==> src/rtl/bha_pkg.sv <==
package bha_pkg;
  typedef enum logic [2:0] {
    EV_NONE    = 3'd0,
    EV_BR_DIR  = 3'd1,
    EV_BR_IND  = 3'd2,
    EV_PRED    = 3'd3,
    EV_DUAL    = 3'd4
  } ev_kind_e;
endpackage

==> src/rtl/bha_event_decode.sv <==
module bha_event_decode
  import bha_pkg::*;
(
  input  logic       valid_i,
  input  logic [2:0] kind_i,
  input  logic       lo_i,
  input  logic       hi_i,
  output logic [1:0] nbits_o,
  output logic [1:0] bits_o
);
  ev_kind_e kind_e;

  always_comb begin
    kind_e  = ev_kind_e'(kind_i);
    nbits_o = 2'd0;
    bits_o  = 2'b00;
    if (valid_i) begin
      case (kind_e)
        EV_BR_DIR, EV_BR_IND, EV_PRED: begin
          nbits_o = 2'd1;
          bits_o  = {1'b0, lo_i};
        end
        EV_DUAL: begin
          nbits_o = 2'd2;
          bits_o  = {lo_i, hi_i};
        end
        default: begin
          nbits_o = 2'd0;
          bits_o  = 2'b00;
        end
      endcase
    end
  end
endmodule

==> src/rtl/bha_hist_core.sv <==
module bha_hist_core #(
  parameter int HIST_W = 32,
  parameter int LEN_W  = $clog2(HIST_W + 1)
) (
  input  logic              clk,
  input  logic              rst,
  input  logic [1:0]        nbits_i,
  input  logic [1:0]        bits_i,
  input  logic              flush_req_i,
  output logic [HIST_W-1:0] hist_q_o,
  output logic [LEN_W-1:0]  len_q_o,
  output logic              fire_o,
  output logic              full_o
);
  localparam logic [LEN_W-1:0]  LEN_MAX  = LEN_W'(HIST_W);
  localparam logic [LEN_W-1:0]  LEN_ONE  = LEN_W'(1);
  localparam logic [HIST_W-1:0] STOP_BIT = HIST_W'(1);

  logic [HIST_W-1:0] hist_q, base_h, hist_n;
  logic [LEN_W-1:0]  len_q, base_l, base_free, free, len_n, need;
  logic              force_flush, accept;

  always_comb begin
    free        = LEN_MAX - len_q;
    need        = LEN_W'(nbits_i);
    force_flush = (nbits_i == 2'd2) && (free == LEN_ONE);
    fire_o      = flush_req_i | force_flush;
    base_h      = fire_o ? STOP_BIT : hist_q;
    base_l      = fire_o ? LEN_ONE  : len_q;
    base_free   = LEN_MAX - base_l;
    accept      = (nbits_i != 2'd0) && (base_free >= need);
    hist_n      = base_h;
    len_n       = base_l;
    if (accept) begin
      if (nbits_i == 2'd1) hist_n = (base_h << 1) | HIST_W'(bits_i[0]);
      else                 hist_n = (base_h << 2) | HIST_W'(bits_i);
      len_n = base_l + need;
    end
  end

  always_ff @(posedge clk) begin
    if (rst) begin
      hist_q <= STOP_BIT;
      len_q  <= LEN_ONE;
      full_o <= 1'b0;
    end else begin
      hist_q <= hist_n;
      len_q  <= len_n;
      full_o <= (len_n == LEN_MAX);
    end
  end

  assign hist_q_o = hist_q;
  assign len_q_o  = len_q;
endmodule

==> src/rtl/bha_out_stage.sv <==
module bha_out_stage #(
  parameter int HIST_W = 32,
  parameter int LEN_W  = $clog2(HIST_W + 1)
) (
  input  logic              clk,
  input  logic              rst,
  input  logic              fire_i,
  input  logic [HIST_W-1:0] hist_i,
  input  logic [LEN_W-1:0]  len_i,
  output logic              valid_o,
  output logic [HIST_W-1:0] word_o,
  output logic [LEN_W-1:0]  len_o
);
  always_ff @(posedge clk) begin
    if (rst) begin
      valid_o <= 1'b0;
      word_o  <= '0;
      len_o   <= '0;
    end else begin
      valid_o <= fire_i;
      if (fire_i) begin
        word_o <= hist_i;
        len_o  <= len_i;
      end
    end
  end
endmodule

==> src/rtl/branch_hist_accum.sv <==
module branch_hist_accum #(
  parameter int HIST_W = 32
) (
  input  logic                          clk,
  input  logic                          rst,
  input  logic                          ev_valid_i,
  input  logic [2:0]                    ev_kind_i,
  input  logic                          ev_lo_i,
  input  logic                          ev_hi_i,
  input  logic                          flush_req_i,
  output logic                          hist_valid_o,
  output logic [HIST_W-1:0]             hist_word_o,
  output logic [$clog2(HIST_W+1)-1:0]   hist_len_o,
  output logic                          full_o
);
  localparam int LEN_W = $clog2(HIST_W + 1);

  logic [1:0]        nbits, bits;
  logic [HIST_W-1:0] hist_q;
  logic [LEN_W-1:0]  len_q;
  logic              fire;

  bha_event_decode u_dec (
    .valid_i (ev_valid_i),
    .kind_i  (ev_kind_i),
    .lo_i    (ev_lo_i),
    .hi_i    (ev_hi_i),
    .nbits_o (nbits),
    .bits_o  (bits)
  );

  bha_hist_core #(.HIST_W(HIST_W), .LEN_W(LEN_W)) u_core (
    .clk         (clk),
    .rst         (rst),
    .nbits_i     (nbits),
    .bits_i      (bits),
    .flush_req_i (flush_req_i),
    .hist_q_o    (hist_q),
    .len_q_o     (len_q),
    .fire_o      (fire),
    .full_o      (full_o)
  );

  bha_out_stage #(.HIST_W(HIST_W), .LEN_W(LEN_W)) u_out (
    .clk     (clk),
    .rst     (rst),
    .fire_i  (fire),
    .hist_i  (hist_q),
    .len_i   (len_q),
    .valid_o (hist_valid_o),
    .word_o  (hist_word_o),
    .len_o   (hist_len_o)
  );
endmodule

==> config.mk <==
export PLATFORM = sky130hd
export DESIGN_NAME = branch_hist_accum
export DESIGN_NICKNAME = d
export VERILOG_FILES = /design/src/rtl/bha_pkg.sv /design/src/rtl/bha_event_decode.sv /design/src/rtl/bha_hist_core.sv /design/src/rtl/bha_out_stage.sv /design/src/rtl/branch_hist_accum.sv
export SDC_FILE = /design/constraint.sdc
export NUM_CORES = 1
export LEC_CHECK = 0
export ABC_AREA = 1
export BUFFER_PORTS_ARGS = -buffer_cell sky130_fd_sc_hd__buf_4
export CORE_AREA = 2 2 122 65
export DETAILED_ROUTE_END_ITERATION = 8
export DIE_AREA = 0 0 124 67
export HOLD_SLACK_MARGIN = 0.06
export PLACE_DENSITY = 0.75
export SETUP_SLACK_MARGIN = 0.05
export SLEW_MARGIN = 20
export SYNTH_ARGS = -nofsm -noshare
export SYNTH_HDL_FRONTEND = slang
export SYNTH_HIERARCHICAL = 1
export SYNTH_SLANG_ARGS = --single-unit
==> constraint.sdc <==
create_clock -name clk -period 7.2 [get_ports clk]
set_input_delay 0 -clock clk [delete_from_list [all_inputs] [get_ports clk]]
set_output_delay 0 -clock clk [all_outputs]
set_load 0.01 [all_outputs]
==> results of run 1 <==
## worst max-delay path by stage
stage	cells past startpoint	end	from
floorplan	19	u_core/hist_q_o[10]$_SDFF_PP0_	ev_valid_i
global placement	19	u_core/hist_q_o[1]$_SDFF_PP0_	ev_kind_i[2]
detailed placement	19	u_core/hist_q_o[1]$_SDFF_PP0_	ev_kind_i[2]
CTS	16	u_core/hist_q_o[1]$_SDFF_PP0_	u_core/len_q_o[3]$_SDFF_PP0_
global route	16	u_core/hist_q_o[1]$_SDFF_PP0_	u_core/len_q_o[3]$_SDFF_PP0_
finish	16	u_core/hist_q_o[1]$_SDFF_PP0_	u_core/len_q_o[3]$_SDFF_PP0_
## sequential cells by signal, indices dropped and copies added (netlist names)
signal           flops
u_core/hist_q_o     32
u_out/word_o        32
u_core/len_q_o       6
u_out/len_o          6
u_core/full_o        1
u_out/valid_o        1
## report_power, final
group | internal, W | leakage, nW | switching (W)
clock network | 0.000248 | 0.133 | 0.000168
logic | 0.0000474 | 1.26 | 0.0000785
registers | 0.000456 | 0.641 | 0.0000150
## layer usage
| metal | track usage (%) | up-vias | share of wire (%) |
|---|---|---|---|
| met3 | 6.68 | 8 | 8.1 |
| met2 | 30.0 | 124 | 37 |
| met5 | 0 | - | 0 |
| li1 | - | 1859 | - |
| met1 | 33.0 | 1537 | 54 |
| met4 | 5.48 | 0 | 0.90 |
## area by class of cell
class	instances	share of cell area (%)
clock buffer	11	5.69
clock inverter	3	0.479
inverter	68	5.75
multi-input combinational	400	41.5
sequential	78	35.2
tap	96	2.70
timing repair buffer	51	8.73
## synth_stat cells, types with 2 or more instances
cell      number  area, um2
nand2_4        2       22.5
o21ai_0       44        220
nand2_1      150        563
dfxtp_1       78       1560
buf_2         13       65.1
o21ai_1       12       60.1
inv_1         64        240
a211oi_2       2       25.0
a21oi_2        2       17.5
nand3b_1       2       15.0
a21oi_1       35        175
xor2_1         2       17.5
buf_4          5       37.5
nand3_2        3       30.0
nor2_2         2       12.5
inv_2          4       15.0
buf_6          7       78.8
nor2_1        94        353
clkbuf_1       8       30.0
ha_1           5       62.6
nor3_1         2       10.0
nand2_2        4       25.0
nand3_1       34        170
## cell families (layout without fill, tap and decap cells)
logic type / after synthesis / count (layout)
buffers and inverters: 102 / 133
adders and majority gates: 6 / 6
DFF: 78 / 78
and+or+nand+nor: 296 / 296
AOI/OAI and AO/OA: 96 / 96
xor gates and xnor gates: 2 / 2
## per-stage QoR
stage,utilization [%],instance area (um2)
after global placement,58.0,4150
after detailed placement,58.0,4150
after CTS,62.1,4440
final,62.1,4440
after global routing,62.1,4440
after floorplan,-,3870
## critical path, delay by kind of cell, from the launching register on
family / cells / cell delay (ps)
simple gates: 10 / 1810
fa+ha+maj: 2 / 520
flops: 1 / 460
compound gates: 2 / 270
buf+inv: 2 / 340
==> results.md, run 1 <==
- Nets@finish: 623
- CP max stage cell: nand2_2
- Complex-gate fraction of the synthesized area: 13.1%
- Initial antenna violation count: 0
- Setup Viol. Count Final: 0
- Pre-CTS WS: 3490 ps
- R2r endpoint: u_core/hist_q_o[1]$_SDFF_PP0_
- Largest net degree at the start of global routing: 67
- Slew @ Worst Pin: 835 ps
- Max Freq: 284 MHz
- Worst hold path startpoint: ev_hi_i
- # H-tree levels: 3
- Worst hold slack: 80.5 ps
- Most common cell after layout, fill and taps aside: nand2_1
- Crit-path cells: nand2_1 > nor2_1 > nand2_2 > nand2_2 > nor2_1 > inv_1 > ha_1 > ha_1 > nand2_1 > nand3_1 > nor2_2 > nand2_4 > nand2_4 > inv_1 > o21ai_0 > a21oi_1
- Crit start category: flop
- Final std cells w/o fill: 707
- Reg2Reg Depth: 16
- Initial Util: 54.1%
- Die Wd: 124 um
- Worst clock skew: 4.72 ps
- Most frequent cells in the layout: nand2_1 (149), nor2_1 (94), dfxtp_1 (78), inv_1 (63), buf_4 (49)
- Flip-flop and latch area: 1560 um2
- Synth Area in Simple Gates: 31.9%
- Synth Warn #: 6
- Period utilization: 48.9%
- Hold Path Class: input port to flop
- FP Rows: 22
- Mapped Nets: 595
- DR vias: 3528
- Area added between synthesis and finish: 14.7%
- Final Hold Viols: 0
- Fillers: 677
- Placer congestion estimate: 0.892
- Power Dens Cells: 228 nW/um2
- Critical path class: flop to flop
- Primary FF master, synth: dfxtp_1
- I/O Pins: 49
- TritonCTS clock tree: done
- CP required: 7420 ps
- Main combinational cell family by area after synthesis: simple AND/OR/NAND/NOR gates
- Netlist cell types: 29
- Post-DP HPWL: 5.65 mm
- Routed wire length: 8.33 mm
- Layout cell share with drive strength beyond 1: 14.1%
- Die height: 67 um
- Max_cap viols: 0
- Total power: 0.00101 W
- Max IR drop VDD: 163 uV
- Seq cells post-synth: 78
- Via density: 4.99
- Xor/xnor cell area share of the yosys netlist: 0.452%
- Post-synthesis adder-cell area fraction: 2.13%
- RSZ-0062 raised after global routing: false
- RR Startpoint: u_core/len_q_o[3]$_SDFF_PP0_
- Critical Path Sink Type: flop
- DRC: 0
- Vias in the first global route: 3019
- Post-Synthesis Cells: 580
- Relative slew slack: 44.2%
- Post-CTS setup buffers: 0
- FFs w/ async S/R, synth: 0%
- Clock network latency to the later pin of the worst-skew pair: 330 ps
- Pre-Repair DR Iteration Count: 5
- Hold path cells: 5
- Routed length per placed instance: 11.8 um
- Post-synth EDFFs: 0
- Ant diodes: 0
- Post-synthesis sequential area ratio: 40.3%
- All-Layer GR Usage: 22.0%
- Worst R2R Setup Slack: 3680 ps
- Number of CTS-inserted buffers: 9
- DP Cell Count: 691
- Crit Path Max Fanout: 66
- First-pass GRT wire length: 14.2 mm
- Status: finished, final reports clean
- # hold bufs at CTS: 2
- Setup TNS: 0 ps
- Antenna Nets Post-Route: 0
- Clock tree buffer depth: 2
- Clk pin slew, worst setup/hold paths: 60 ps
- Post-layout min period: 3520 ps
- Avg Inst Size Synth: 6.68 um2
- Clock sink total: 78
- Mux cell area share after synthesis: 0%
- Endpoint, Worst Hold: u_core/hist_q_o[0]$_SDFF_PP1_
- LEAKAGE: 2.03 nW
- Worst setup margin: 3680 ps
- Max stage delay on crit path: 470 ps
- Core Area: 7160 um2
- Initial DRC Count: 313
- Footprint of the multi-input gates: 1840 um2
- Max Slew Vio Count: 0
- Root buf cell: clkbuf_16
- Global route overflow: 0
- Arr. time, crit path: 3740 ps
- Post-synthesis cell area: 3870 um2
- Resized cells post-CTS: 0
- Die ar.: 8310 um2
- # port buffers: 48
Note: power is estimated with default switching activity, not from simulation.
==> run 2: changes to the inputs <==
Settings changed: ABC_AREA 1 to 0, CORE_AREA 2 2 122 65 to 2 2 120 64, DIE_AREA 0 0 124 67 to 0 0 122 66, PLACE_DENSITY 0.75 to 0.74.
Clock period 7.2 ns to 3.09 ns, I/O delays scaled along.
==> results.md, run 2 <==
- Root buf cell: clkbuf_16
- Vias in the first global route: 2772 (-8.2%)
- Routed length per placed instance: 17.2 um (+46%)
- Post-synth EDFFs: 0 (unchanged)
- Die Wd: 122 um (-1.6%)
- Pre-Repair DR Iteration Count: 4 (-1)
- Synth top area cells: dfxtp_1 (45%), mux2i_1 (20%), nor2_1 (8.3%)
- I/O Pins: 49 (unchanged)
- Slew @ Worst Pin: 928 ps (+92.4 ps)
- Crit Path Max Fanout: 8 (-88%)
- Critical Path Sink Type: flop
- Final Hold Viols: 0 (unchanged)
- Ant diodes: 0 (unchanged)
- Share of the synthesized area in the top cell type: 44.8% (+4.5 points)
- Seq cells post-synth: 78 (unchanged)
- RSZ-0062 raised after global routing: true
- DR vias: 2985 (-15%)
- Area added between synthesis and finish: 42.1%
- Crit start category: flop
- Netlist cell types: 42 (+45%)
- CP top delay family: simple AND/OR/NAND/NOR gates
- Mapped Nets: 373 (-37%)
- Worst clock skew: 6.10 ps (+1.38 ps)
- Post-synth top area cell: dfxtp_1
- Antenna Nets Post-Route: 0 (unchanged)
- Setup TNS: -7310 ps (-7310 ps)
- FP Rows: 22 (unchanged)
- Post-synthesis cell area: 3490 um2 (-10%)
- Max Slew Vio Count: 0 (unchanged)
- Die height: 66 um (-1.5%)
- Clock sink total: 78 (unchanged)
- Worst setup margin: -265 ps (-3940 ps)
- Hold Path Class: input port to flop
- Core Area: 7020 um2 (-1.9%)
- Routed wire length: 9.32 mm (+12%)
- Nets@finish: 457 (-27%)
- DRC: 0 (unchanged)
- Largest net degree at the start of global routing: 51 (-24%)
- CP required: 3310 ps (-4110 ps)
- Post-synthesis sequential area ratio: 44.8% (+4.5 points)
- FFs w/ async S/R, synth: 0% (unchanged)
- Max stage delay on crit path: 540 ps (+70 ps)
- Clock tree buffer depth: 2 (unchanged)
- CP max stage cell: or4b_4
- Most frequent cells in the layout: buf_4 (84), dfxtp_1 (75), mux2i_1 (69), nor2_1 (53), a211oi_2 (21)
- First-pass GRT wire length: 13.6 mm (-4.1%)
- Post-Synthesis Cells: 358 (-38%)
- Die ar.: 8050 um2 (-3.1%)
- Relative slew slack: 37.9% (-6.3 points)
- Setup Viol. Count Final: 36 (+36)
- Synth cell count leaders: dfxtp_1 (78), nor2_1 (77), mux2i_1 (70), a211oi_1 (29), clkbuf_1 (12)
- Avg Inst Size Synth: 9.74 um2 (+46%)
- Initial Util: 49.7% (-4.4 points)
- Initial antenna violation count: 0 (unchanged)
- Global route overflow: 0 (unchanged)
- Most common cell after layout, fill and taps aside: buf_4
- Clk pin slew, worst setup/hold paths: 60 ps (about the same)
- Number of CTS-inserted buffers: 9 (unchanged)
- # H-tree levels: 3 (unchanged)
- # port buffers: 48 (unchanged)
- Power Dens Cells: 506 nW/um2 (+120%)
- Clock network latency to the later pin of the worst-skew pair: 330 ps (about the same)
- Most common cell in the netlist: dfxtp_1
- Post-layout min period: 3360 ps (-167 ps)
- Period utilization: 109% (+60 points)
- Max_cap viols: 0 (unchanged)
- CP bufs+invs: 2 (unchanged)
- Max IR drop VDD: 335 uV (+110%)
- Crit-path cells: nand3b_1 > nor3_4 > nor2_2 > nand2_2 > ha_4 > or3b_4 > or4b_4 > a2111oi_4 > buf_4 > a21oi_4 > buf_12 > a211oi_1
- Synth Warn #: 6 (unchanged)
- Arr. time, crit path: 3570 ps (-170 ps)
- Critical path class: flop to flop
- TritonCTS clock tree: done
- Primary FF master, synth: dfxtp_1
- All-Layer GR Usage: 21.8% (-0.17 points)
- Max Freq: 298 MHz (+5.0%)
- Layout cell share with drive strength beyond 1: 40.5% (+26 points)
- Initial DRC Count: 204 (-35%)
- # hold bufs at CTS: 0 (-2)
- LEAKAGE: 2.20 nW (+8.3%)
- Post-DP HPWL: 5.35 mm (-5.4%)
- Status: complete, but fails checks
- Failing checks: setup timing
- Worst hold slack: 137 ps (+56.8 ps)
- Placer congestion estimate: 0.907 (+1.6%)
- Via density: 5.50 (+10%)
==> run 2: changes by cell type in the layout (fill, tap and decap cells not counted), moves of 33 or more <==
cell and delta:
mux2i_1 +69, inv_1 -55, nand3_1 -33, o21ai_0 -43, nor2_1 -41, buf_4 +35, nand2_1 -144
==> run 2: metal layers <==
| layer | GRT usage [%] | vias up | share of wire, % |
|---|---|---|---|
| li1 | - | 1428 | - |
| met1 | 30.1 | 1435 | 48 |
| met2 | 33.7 | 110 | 45 |
| met3 | 6.12 | 12 | 6.0 |
| met4 | 5.46 | 0 | 1.0 |
| met5 | 0 | - | 0 |
==> run 2: timing repair <==
action | 4_1_cts | 5_1_grt
pin swaps | 9 | 2
hold endpoints to repair | 0 | 0
setup endpoints to repair | 37 | 59
gates resized for setup | 22 | 30
buffers inserted | 13 | 4
gates cloned | 0 | 6
==> run 2: cell type report <==
type,count,area (um2)
multi-input combinational,248,2020
sequential,78,1570
inverter,9,46.3
clock buffer,13,270
timing repair inverter,1,8.76
fill,521,2060
timing repair buffer,95,856
clock inverter,3,65.1
tap,96,120
==> run 2: final timing paths <==
kind / from / to / slack, ps / cells past startpoint
hold reg to reg: u_out/word_o[24]$_SDFFE_PP0P_ / u_out/word_o[24]$_SDFFE_PP0P_ / 490 / 2
hold / removal: rst / u_out/word_o[30]$_SDFFE_PP0P_ / 140 / 2
setup / recovery: u_core/len_q_o[5]$_SDFF_PP0_ / u_core/hist_q_o[11]$_SDFF_PP0_ / -270 / 12
setup reg to reg: u_core/len_q_o[5]$_SDFF_PP0_ / u_core/hist_q_o[11]$_SDFF_PP0_ / -270 / 12
==> run 2: cell families after synthesis <==
logic type / share of synthesized area [%]
AOI/OAI and AO/OA: 10.2
xor gates and xnor gates: 0.754
adders and majority gates: 2.37
buffers and inverters: 5.17
DFF: 44.8
muxes: 20.7
and+or+nand+nor: 16.0
==> run 2: power breakdown <==
| group | internal (W) | total, W | switching, W |
|---|---|---|---|
| Clock | 0.000772 | 0.00117 | 0.000394 |
| Combinational | 0.000133 | 0.000284 | 0.000151 |
| Sequential | 0.00103 | 0.00106 | 0.0000256 |
==> run 2: metrics by stage <==
step	std cells	worst slack [ps]	power, W	utilization (%)	area [um2]
floorplan	358	-206	0.00124	-	3670
global placement	504	-188	0.00129	59.8	4200
detailed placement	504	-338	0.00129	59.8	4200
CTS	533	-83.4	0.00247	66.8	4690
global route	543	-367	0.00259	70.6	4950
finish	543	-265	0.00251	70.6	4950
==> run 3: changes to the inputs <==
Settings changed: CAP_MARGIN set to 5, CORE_AREA 2 2 120 64 to 2 2 86 88, DIE_AREA 0 0 122 66 to 0 0 88 90.
==> results.md, run 3 (synthesis results as in run 2) <==
- Crit start category: flop
- DRC: 0 (unchanged)
- Clock tree buffer depth: 2 (unchanged)
- FP Rows: 31 (+41%)
- Crit-path cells: nand4b_1 > nor3_4 > nor2_2 > nand2_2 > ha_4 > or3b_4 > or4b_4 > a2111oi_4 > buf_4 > a21oi_4 > buf_6 > clkbuf_16 > a211oi_2
- Layout cell share with drive strength beyond 1: 37.9% (-2.6 points)
- Routed length per placed instance: 14.3 um (-17%)
- Final Hold Viols: 0 (unchanged)
- Ant diodes: 0 (unchanged)
- Status: complete, but fails checks
- Most common cell after layout, fill and taps aside: buf_4
- TritonCTS clock tree: done
- Core Area: 7020 um2 (about the same)
- Setup Viol. Count Final: 24 (-33%)
- Max Slew Vio Count: 0 (unchanged)
- Max IR drop VDD: 276 uV (-18%)
- # hold bufs at CTS: 0 (unchanged)
- RSZ-0062 raised after global routing: true
- Total power: 0.00209 W (-17%)
- Crit Path Max Fanout: 19 (+11)
- Footprint of the multi-input gates: 1940 um2 (-4.3%)
- Post-layout min period: 3210 ps (-147 ps)
- Routed wire length: 7.81 mm (-16%)
- Worst hold path startpoint: rst
- First-pass GRT wire length: 12.6 mm (-7.3%)
- Final core occ: 66.8% (-3.8 points)
- Worst setup margin: -118 ps (+147 ps)
- Number of CTS-inserted buffers: 9 (unchanged)
- Hold Path Class: input port to flop
- # H-tree levels: 3 (unchanged)
- Critical Path Sink Type: flop
- Die ar.: 7920 um2 (-1.6%)
- Max stage delay on crit path: 500 ps (-40 ps)
- LEAKAGE: 2.10 nW (-4.3%)
- Slew @ Worst Pin: 730 ps (-198 ps)
- Power Dens Cells: 446 nW/um2 (-12%)
- Nets@finish: 459 (+0.44%)
- Failing checks: setup timing
- Most frequent cells in the layout: buf_4 (93), dfxtp_1 (75), mux2i_1 (69), nor2_1 (66), a211oi_2 (22)
- Initial antenna violation count: 0 (unchanged)
- All-Layer GR Usage: 19.8% (-2.0 points)
- Arr. time, crit path: 3470 ps (-100 ps)
- Relative slew slack: 51.3% (+13 points)
- Fillers: 536 (+2.9%)
- Post-DP HPWL: 4.92 mm (-7.9%)
- Clock sink total: 78 (unchanged)
- Die Wd: 88 um (-28%)
- # port buffers: 48 (unchanged)
- Endpoint, Worst Hold: u_out/word_o[4]$_SDFFE_PP0P_
- Clock network latency to the later pin of the worst-skew pair: 350 ps (+20 ps)
- Initial DRC Count: 121 (-41%)
- Worst clock skew: 8.30 ps (+2.20 ps)
- Root buf cell: clkbuf_8
- Period utilization: 104% (-4.8 points)
- DR vias: 2827 (-5.3%)
- Flip-flop and latch area: 1570 um2 (unchanged)
- Vias in the first global route: 2684 (-3.2%)
- Clk pin slew, worst setup/hold paths: 80 ps (+20 ps)
- Largest net degree at the start of global routing: 51 (unchanged)
- Final Instance Area: 4690 um2 (-5.3%)
- CP top delay family: simple AND/OR/NAND/NOR gates
- CP required: 3350 ps (+40 ps)
- Worst hold slack: 94.3 ps (-43.1 ps)
- Area added between synthesis and finish: 34.5%
- Pre-Repair DR Iteration Count: 4 (unchanged)
- Global route overflow: 0 (unchanged)
- CP bufs+invs: 3 (+1)
- Placed cell areas: 4210 um2 (+0.27%)
- Reg2Reg Depth: 13 (+1)
- Die height: 90 um (+36%)
- Max Freq: 312 MHz (+4.6%)
- Via density: 5.16 (-6.2%)
- RR Startpoint: u_core/len_q_o[2]$_SDFF_PP0_
- Initial Util: 49.7% (about the same)
- CP max stage cell: or4b_4
- Placer congestion estimate: 0.870 (-4.0%)
- Hold path cells: 2 (unchanged)
- R2r endpoint: u_core/hist_q_o[20]$_SDFF_PP0_
- I/O Pins: 49 (unchanged)
- Antenna Nets Post-Route: 0 (unchanged)
- Setup TNS: -1310 ps (+6000 ps)
- Max_cap viols: 0 (unchanged)
- Worst R2R Setup Slack: -120 ps (+150 ps)
- Critical path class: flop to flop
-- run 3: cell count changes in the layout (fill, tap and decap cells not counted), sizes merged --
| cell | before | now |
|---|---|---|
| bufinv | 2 | 1 |
| inv | 9 | 10 |
| buf | 91 | 96 |
| clkbuf | 17 | 14 |
| clkinvlp | 0 | 1 |
| a21oi | 8 | 7 |
-- run 3: area by class of cell --
class                      count  share of cell area (%)
multi-input combinational    247                    41.3
inverter                       9                   0.720
tap                           99                    2.64
timing repair buffer          99                    17.6
sequential                    78                    33.4
clock buffer                  11                    3.23
clock inverter                 5                    1.20
-- run 3: metrics by stage --
step | setup slack [ps] | std cells
4_1_cts | -18.3 | 537
5_1_grt | -236 | 548
2_1_floorplan | -206 | 358
6_report | -118 | 548
3_3_place_gp | -159 | 510
3_5_place_dp | -252 | 510
-- run 3: worst max-delay path by stage --
stage,start,endpoint,cells past startpoint
5_1_grt,u_core/len_q_o[2]$_SDFF_PP0_,u_core/hist_q_o[20]$_SDFF_PP0_,13
2_1_floorplan,u_core/len_q_o[5]$_SDFF_PP0_,u_core/full_o$_SDFF_PP0_,11
6_report,u_core/len_q_o[2]$_SDFF_PP0_,u_core/hist_q_o[20]$_SDFF_PP0_,13
3_3_place_gp,ev_kind_i[1],u_core/hist_q_o[16]$_SDFF_PP0_,16
3_5_place_dp,ev_kind_i[1],u_core/hist_q_o[15]$_SDFF_PP0_,16
4_1_cts,u_core/len_q_o[2]$_SDFF_PP0_,u_core/full_o$_SDFF_PP0_,13
-- run 3: power by group --
group	internal (W)	switching, W	total, W
combinational	0.000115	0.000132	0.000247
sequential	0.00103	0.0000221	0.00105
clock	0.000418	0.000377	0.000794
total	0.00156	0.000531	0.00209
-- run 3: worst register-to-register path: stages (launching register included) --
cell and delay, ps:
dfxtp_2 330, nand4b_1 180, nor3_4 250, nor2_2 80, nand2_2 90, ha_4 130, or3b_4 370, or4b_4 500
a2111oi_4 320, buf_4 190, a21oi_4 90, buf_6 160, clkbuf_16 190, a211oi_2 230
-- run 3: routing by layer --
metal	GRT usage, %	share of wire [%]	vias to the layer above
met4	6.03	1.2	0
met5	0	0	-
met2	30.7	48	59
met3	5.14	4.1	11
li1	-	-	1411
met1	26.9	46	1346
-- run 3: what timing repair did --
item                                    4_1_cts  5_1_grt
gates cloned                                  0        3
gates resized for setup                       5       18
buffers inserted                             11        8
pin swaps                                     3        1
endpoints found under the setup margin       35       36
